===== src/rtl/bcg_pkg.sv =====
package bcg_pkg;
    // Burst length codes carried in the low field of the mode word
    typedef enum logic [2:0] {
        LEN_1  = 3'b000,
        LEN_2  = 3'b001,
        LEN_4  = 3'b010,
        LEN_8  = 3'b011,
        LEN_FP = 3'b111
    } len_code_e;

    // Field positions inside the mode word
    localparam int LEN_LSB   = 0;
    localparam int LEN_W     = 3;
    localparam int ORDER_BIT = 3;
    localparam int SWR_BIT   = 9;
endpackage


===== src/rtl/bcg_mode_dec.sv =====
module bcg_mode_dec
    import bcg_pkg::*;
#(
    parameter int COL_W  = 9,
    parameter int MODE_W = 13
) (
    input  logic [MODE_W-1:0] mode,
    input  logic              is_write,
    output logic [COL_W-1:0]  wrap_mask,
    output logic              full_page,
    output logic              interleave
);
    logic [LEN_W-1:0] code;

    always_comb begin
        code       = mode[LEN_LSB +: LEN_W];
        full_page  = 1'b0;
        wrap_mask  = '0;
        unique case (code)
            LEN_2:   wrap_mask = COL_W'(1);
            LEN_4:   wrap_mask = COL_W'(3);
            LEN_8:   wrap_mask = COL_W'(7);
            LEN_FP: begin
                wrap_mask = '1;
                full_page = 1'b1;
            end
            default: wrap_mask = '0;   // length 1 and reserved codes
        endcase
        if (is_write && mode[SWR_BIT]) begin
            wrap_mask = '0;
            full_page = 1'b0;
        end
        // full page always runs in ascending order
        interleave = mode[ORDER_BIT] && !full_page;
    end
endmodule


===== src/rtl/bcg_col_calc.sv =====
module bcg_col_calc #(
    parameter int COL_W = 9
) (
    input  logic [COL_W-1:0] base,
    input  logic [COL_W-1:0] beat,
    input  logic [COL_W-1:0] wrap_mask,
    input  logic             interleave,
    output logic [COL_W-1:0] col
);
    logic [COL_W-1:0] low;

    always_comb begin
        low = interleave ? (base ^ beat) : (base + beat);
        col = (base & ~wrap_mask) | (low & wrap_mask);
    end
endmodule


===== src/rtl/burst_col_gen.sv =====
module burst_col_gen #(
    parameter int COL_W  = 9,
    parameter int MODE_W = 13
) (
    input  logic              clk,
    input  logic              rst_n,
    input  logic              mode_load,
    input  logic [MODE_W-1:0] mode_word,
    input  logic              cmd_start,
    input  logic [COL_W-1:0]  start_col,
    input  logic              cmd_write,
    input  logic              cmd_stop,
    output logic [COL_W-1:0]  col_addr,
    output logic              col_valid,
    output logic              col_last
);
    typedef struct packed {
        logic [MODE_W-1:0] mode;
        logic              vld;
        logic              last;
        logic              full;
        logic              inter;
        logic [COL_W-1:0]  mask;
        logic [COL_W-1:0]  base;
        logic [COL_W-1:0]  beat;
        logic [COL_W-1:0]  col;
    } state_t;

    state_t st_q, st_d;

    logic [COL_W-1:0] dec_mask_d;
    logic             dec_full_d;
    logic             dec_inter_d;
    logic [COL_W-1:0] beat_nxt_d;
    logic [COL_W-1:0] step_col_d;

    bcg_mode_dec #(.COL_W(COL_W), .MODE_W(MODE_W)) dec_i (
        .mode       (st_q.mode),
        .is_write   (cmd_write),
        .wrap_mask  (dec_mask_d),
        .full_page  (dec_full_d),
        .interleave (dec_inter_d)
    );

    assign beat_nxt_d = st_q.beat + COL_W'(1);

    bcg_col_calc #(.COL_W(COL_W)) calc_i (
        .base       (st_q.base),
        .beat       (beat_nxt_d),
        .wrap_mask  (st_q.mask),
        .interleave (st_q.inter),
        .col        (step_col_d)
    );

    always_comb begin
        st_d = st_q;
        if (cmd_start) begin
            st_d.base  = start_col;
            st_d.beat  = '0;
            st_d.mask  = dec_mask_d;
            st_d.full  = dec_full_d;
            st_d.inter = dec_inter_d;
            st_d.col   = start_col;
            st_d.vld   = 1'b1;
            st_d.last  = !dec_full_d && (dec_mask_d == '0);
        end else if (cmd_stop) begin
            st_d.vld  = 1'b0;
            st_d.last = 1'b0;
        end else if (st_q.vld) begin
            if (st_q.last) begin
                st_d.vld  = 1'b0;
                st_d.last = 1'b0;
            end else begin
                st_d.beat = beat_nxt_d;
                st_d.col  = step_col_d;
                st_d.last = !st_q.full && (beat_nxt_d == st_q.mask);
            end
        end
        if (mode_load) begin
            st_d.mode = mode_word;
        end
    end

    always_ff @(posedge clk or negedge rst_n) begin
        if (!rst_n) begin
            st_q <= '0;
        end else begin
            st_q <= st_d;
        end
    end

    assign col_addr  = st_q.col;
    assign col_valid = st_q.vld;
    assign col_last  = st_q.last;
endmodule


===== config.mk =====
export PLATFORM = sky130hd
export DESIGN_NAME = burst_col_gen
export DESIGN_NICKNAME = d
export VERILOG_FILES = /design/src/rtl/bcg_pkg.sv /design/src/rtl/bcg_mode_dec.sv /design/src/rtl/bcg_col_calc.sv /design/src/rtl/burst_col_gen.sv
export SDC_FILE = /design/constraint.sdc
export NUM_CORES = 1
export LEC_CHECK = 0
export BUFFER_PORTS_ARGS = -buffer_cell sky130_fd_sc_hd__buf_2
export CAP_MARGIN = 20
export CORE_UTILIZATION = 35
export CTS_BUF_LIST = sky130_fd_sc_hd__clkbuf_8
export CTS_CLUSTER_DIAMETER = 150
export CTS_CLUSTER_SIZE = 30
export DETAILED_ROUTE_END_ITERATION = 8
export PLACE_DENSITY = 0.58
export SLEW_MARGIN = 5
export SYNTH_ARGS = -nofsm -noshare
export SYNTH_HDL_FRONTEND = slang
export SYNTH_SLANG_ARGS = --single-unit

===== constraint.sdc =====
create_clock -name clk -period 4.1 [get_ports clk]
set_clock_uncertainty 0.2 [all_clocks]
set_input_delay 1.23 -clock clk [delete_from_list [all_inputs] [get_ports clk]]
set_output_delay 1.23 -clock clk [all_outputs]
set_load 0.005 [all_outputs]

After elaboration in Yosys (flattened, before gate mapping)
Cells that the tools add are included.
W data, S select, Z words.
{"block": "word_totals", "regBits": 50, "input_bits": 28, "output_inout_bits": 11, "wordCells": 47}
{"block": "op_classes", "addsub": 2, "n_eq_ne": 7, "n_mux": 14, "bitwise": 5, "reduce_logical": 10}
{"cell": "$mux W18", "count": 4}
{"cell": "$pmux W9 S4", "count": 1}
{"cell": "$and A9 B9 Y9", "count": 2}
{"cell": "$mux W9", "count": 2}
{"cell": "$add A9 B1 Y9 const B", "count": 1}
{"cell": "$add A9 B9 Y9", "count": 1}
{"cell": "$eq A9 B9 Y1", "count": 1}
{"cell": "$logic_not A9 Y1", "count": 1}
{"cell": "$not A9 Y9", "count": 1}
{"cell": "$or A9 B9 Y9", "count": 1}
{"cell": "$xor A9 B9 Y9", "count": 1}
{"cell": "$eq A3 B2 Y1 const B", "count": 2}
{"cell": "$mux W2", "count": 3}
{"cell": "$logic_and A1 B1 Y1", "count": 4}
{"cell": "$mux W1", "count": 4}
{"cell": "$ne A2 B2 Y1 const B", "count": 2}
{"cell": "$eq A3 B1 Y1 const B", "count": 1}
{"cell": "$eq A3 B3 Y1 const B", "count": 1}
{"cell": "$reduce_and A3 Y1", "count": 1}
{"cell": "$reduce_bool A3 Y1", "count": 1}
{"cell": "$logic_not A1 Y1", "count": 2}
{"cell": "$reduce_bool A2 Y1", "count": 1}

Longest topological paths before layout
{"block": "depth", "ltp_word": 9, "ltp_mapped": 12, "ltp_nobuf": 11}

Modules after synthesis
A second synthesis with hierarchy kept.
{"block": "unflattened", "hier_cells": 305, "area_unflattened_um2": 3141.8}
{"module": "burst_col_gen", "n_inst": 1, "cells_per_inst": 223, "area_each_um2": 2516.2, "seq_area_each_um2": 1326.3}
{"module": "bcg_col_calc", "n_inst": 1, "cells_per_inst": 67, "area_each_um2": 519.2, "seq_area_each_um2": 0.0}
{"module": "bcg_mode_dec", "n_inst": 1, "cells_per_inst": 15, "area_each_um2": 106.4, "seq_area_each_um2": 0.0}

Worst setup path before layout
No wires, ideal clock.
{"block": "synth_path", "kind": "register to register", "start": "reg st_q[9] (netlist bit)", "end": "reg st_q, in the netlist col_addr[8]", "setup_ps": 126, "t_arrival_ps": 2597, "t_required_ps": 3774, "path_slack_ps": 1177, "path_stages_with_launch": 12, "n_path_buf": 1, "synth_period_minus_slack_ps": 2923, "cell_sequence": "dfrtp_1 -> ha_1 -> and2_1 -> buf_2 -> nand4_1 -> xnor2_1 -> ha_1 -> a211o_1 -> o21ai_2 -> xnor2_1 -> or4b_1 -> o311a_1"}
{"block": "synth_between", "elab_chain_cells": 9, "elab_cells_between_ends": 10, "classes_between": "add/sub (2); mux (5); bitwise (3)"}
{"item": "from (decl)", "line": "burst_col_gen.sv:29", "text": "state_t st_q, st_d;"}
{"item": "from (signal assigned)", "line": "burst_col_gen.sv:88", "text": "st_q <= st_d;"}
{"item": "$add A9 B1 Y9 *", "line": "burst_col_gen.sv:45", "text": "assign beat_nxt_d = st_q.beat + COL_W'(1);"}
{"item": "$add A9 B9 Y9 or $xor A9 B9 Y9 (tied branches)", "line": "bcg_col_calc.sv:13", "text": "low = interleave ? (base ^ beat) : (base + beat);"}
{"item": "$mux W9 *", "line": "bcg_col_calc.sv:13"}
{"item": "$and A9 B9 Y9 *", "line": "bcg_col_calc.sv:14", "text": "col = (base & ~wrap_mask) | (low & wrap_mask);"}
{"item": "$or A9 B9 Y9 *", "line": "bcg_col_calc.sv:14"}
{"item": "$mux W18 *", "line": "burst_col_gen.sv:70", "text": "if (st_q.last) begin"}
{"item": "$mux W18 *", "line": "burst_col_gen.sv:69", "text": "end else if (st_q.vld) begin"}
{"item": "$mux W18 *", "line": "burst_col_gen.sv:66", "text": "end else if (cmd_stop) begin"}
{"item": "$mux W18 *", "line": "burst_col_gen.sv:57", "text": "if (cmd_start) begin"}
Every way passes the cells marked *; elsewhere a longest branch is shown, timed or not. The select of a mux whose other input is x is not followed.
A chain may end at the register's enable or synchronous reset.

Worst setup path in the final report
Ends and elaborated chain as after synthesis.

==> flow_summary.toml <==
[pwr]
p_seq_frac = 0.517
p_per_area_nw_per_um2 = 321
p_int_mw = 0.625
p_clk_frac = 0.303
power_frac_comb = 0.180
power.switching_mw = 0.267
ir_drop_v = 0.000192
p_leak_nw = 1.26
swShare = 0.300

[clock_network]
clock_path_buffers = 2
insertion_delay_ns = 0.29
cts_resized = 0
root_buffer = "clkbuf_8"
postCtsHoldBufs = 0
numCtsBuffers = 5
path_clk_slew_ns = 0.09
cts_num_sinks = 40
cts_htree_levels = 2
cts_tree = "built"
postCtsSetupRepairBufs = 0

[floorplan]
die-area_sq_um = 7590
pin_count = 39
fp.dieH_microns = 87.1
core_sq_um = 6910
fp-row-count = 30
start_util = 0.367
die_w_microns = 87.1

[worst_hold_path]
hold_class = "reg2reg"
min_from = "st_q[42]"
holdPathStages = 1

[global_routing]
antenna_found_initial = 0
grt_pass1_wl_mm = 9.15
grt_pass1_vias = 1926
grt_max_degree = 41
grt_overflow_total = 0
track_usage = 0.154

[logic_synthesis]
yosys_warnings = 0
synth_top_area_cell = "dfrtp_1"
yosysTopAreaCellShare = 0.395
syn_area_sq_um = 2530
ys_seq_area_frac = 0.395
syn_avg_cell_area_sq_um = 9.29
synth_flop_cell = "dfrtp_1"
synth_area_leaders = "dfrtp_1, ha_1, xnor2_1"
syn_nets = 313
ys_ff_latch = 40
synthCells = 273
ys_async_sr_fraction = 1.00
yosysUniqueCellTypes = 53
synth_edf_count = 0

[finish]
seq_area_sq_um = 1000
multi_input_area_sq_um = 1330
final_common_cell = "dfrtp_1"
drive_gt1_frac = 0.190
n_antenna_cell = 0
finalInstanceArea_sq_um = 2780
nets = 328
syn2layout_area_growth_pct = 9.77
nFillCells = 748
final_cell_mix = "dfrtp_1, buf_2, nand2_1"

[route]
drt-total-wl_mm = 5.25
drt_iter0_markers = 114
wl_per_cell_microns = 13.6
vias = 1905
antenna_left = 0
firstDrtPassIters = 4
route.detailed.drc = 0
avgViaCountPerCell = 4.95

[worst_setup_path]
reg2reg_from = "st_q[9]"
worstPathRequired_ns = 4.08
worstPathArrival_ns = 3.25
cp-start-kind = "register"
setup.worst_path.start = "st_q[9]"
critPathKind = "reg2reg"
r2r_cells = 10
crit_fanout = 11
cp-end-kind = "register"

[run_status]
status = "finished, final reports clean"

[placed_design]
dpl_cell_area_sq_um = 2670
io_buffers = 30
gp_congestion = 0.730
dpl.hpwl_mm = 3.66

[sta]
report.final.slew_viol_count = 0
fin_crit_sh = 0.796
min_period_ns = 3.26
worst_pin_slew_ns = 0.505
hold_viol_final = 0
slew_headroom = 0.662
setup_viol = 0
timing.setup.tns_ns = 0
max_freq_mhz = 306
rsz0062_at_grt = "false"

[flow_run]
drv_cap = 0
## flip-flops by register name, indices dropped and copies added, names as in the netlist
signal,count
st_q,29
col_addr,9
col_last,1
col_valid,1
## routing by layer
layer,global-route usage,vias up,wire [microns]
li1,-,973,-
met3,0.0284,6,147
met2,0.255,28,2450
met5,0,-,0
met4,0.0387,0,59
met1,0.208,898,2590
## path summary, 6_finish.rpt
| check | end | slack [ns] |
|---|---|---|
| setup reg to reg | col_addr[8] | 0.84 |
| max in group asynchronous | st_q[13] | 2.53 |
| setup / recovery | col_addr[8] | 0.84 |
| hold reg to reg | st_q[36] | 0.28 |
| hold / removal | st_q[36] | 0.28 |
| min in group asynchronous | col_addr[7] | 0.70 |
## power by group through the flow
stage,clock [mW],combinational (mW),sequential [mW]
floorplan,0,0.125,0.457
global placement,0,0.155,0.469
detailed placement,0,0.159,0.470
CTS,0.277,0.161,0.462
global route,0.294,0.184,0.468
finish,0.270,0.160,0.461
## synthesized netlist by cell type (2+ instances only)
master and count:
nor3b_1 2, and3_1 2, nand3b_1 3, buf_6 3
mux2_2 9, o21ai_0 17, a211oi_1 3, nand2_1 24
xnor2_1 14, or3_1 2, nor3_1 2, dfrtp_1 40
nand4_1 5, and2_1 2, mux2i_1 3, o311a_1 2
clkbuf_1 10, nand3_1 9, inv_1 12, buf_2 2
a211o_1 2, nand2b_1 5, nor2_1 23, ha_1 11
a21boi_0 2, a31oi_1 4, a21o_1 2, buf_4 10
a21oi_1 15, xor2_1 10
## cells by family (layout without fill, tap and decap cells)
group,Yosys count,after routing,synth area share
AOI/OAI and AO/OA,59,59,0.147
xor gates and xnor gates,25,25,0.0893
adders and majority gates,13,13,0.0661
buffers and inverters,38,54,0.0809
DFF,40,40,0.395
muxes,12,12,0.0518
and+or+nand+nor,86,86,0.170
## per-stage QoR
stage | power, mW | instances | hold slack (ns) | setup slack (ns) | util
4_1_cts | 0.900 | 384 | 0.288 | 0.814 | 0.399
5_1_grt | 0.946 | 385 | 0.328 | 0.630 | 0.403
2_1_floorplan | 0.581 | 273 | 0.251 | 1.18 | -
3_3_place_gp | 0.624 | 376 | 0.273 | 0.902 | 0.386
6_report | 0.892 | 385 | 0.281 | 0.836 | 0.403
3_5_place_dp | 0.629 | 376 | 0.275 | 0.846 | 0.386
## worst max-delay path, cell delays in order, from the launching register on
cell and delay [ns]:
dfrtp_1 0.46, ha_1 0.24, and2_1 0.41, nand4_1 0.20, xnor2_1 0.22, ha_1 0.31
a211o_1 0.29, o21ai_2 0.13, xnor2_1 0.10, or4b_1 0.47, o311a_1 0.12
## final cells by class
cell class | count | share of cell area
Sequential cell | 40 | 0.360
Clock buffer | 5 | 0.0247
Inverter | 12 | 0.0162
Clock inverter | 3 | 0.00674
Multi-Input combinational cell | 195 | 0.478
Timing Repair Buffer | 34 | 0.0719
Tap cell | 96 | 0.0432
Note: power is estimated with default switching activity, not from simulation.
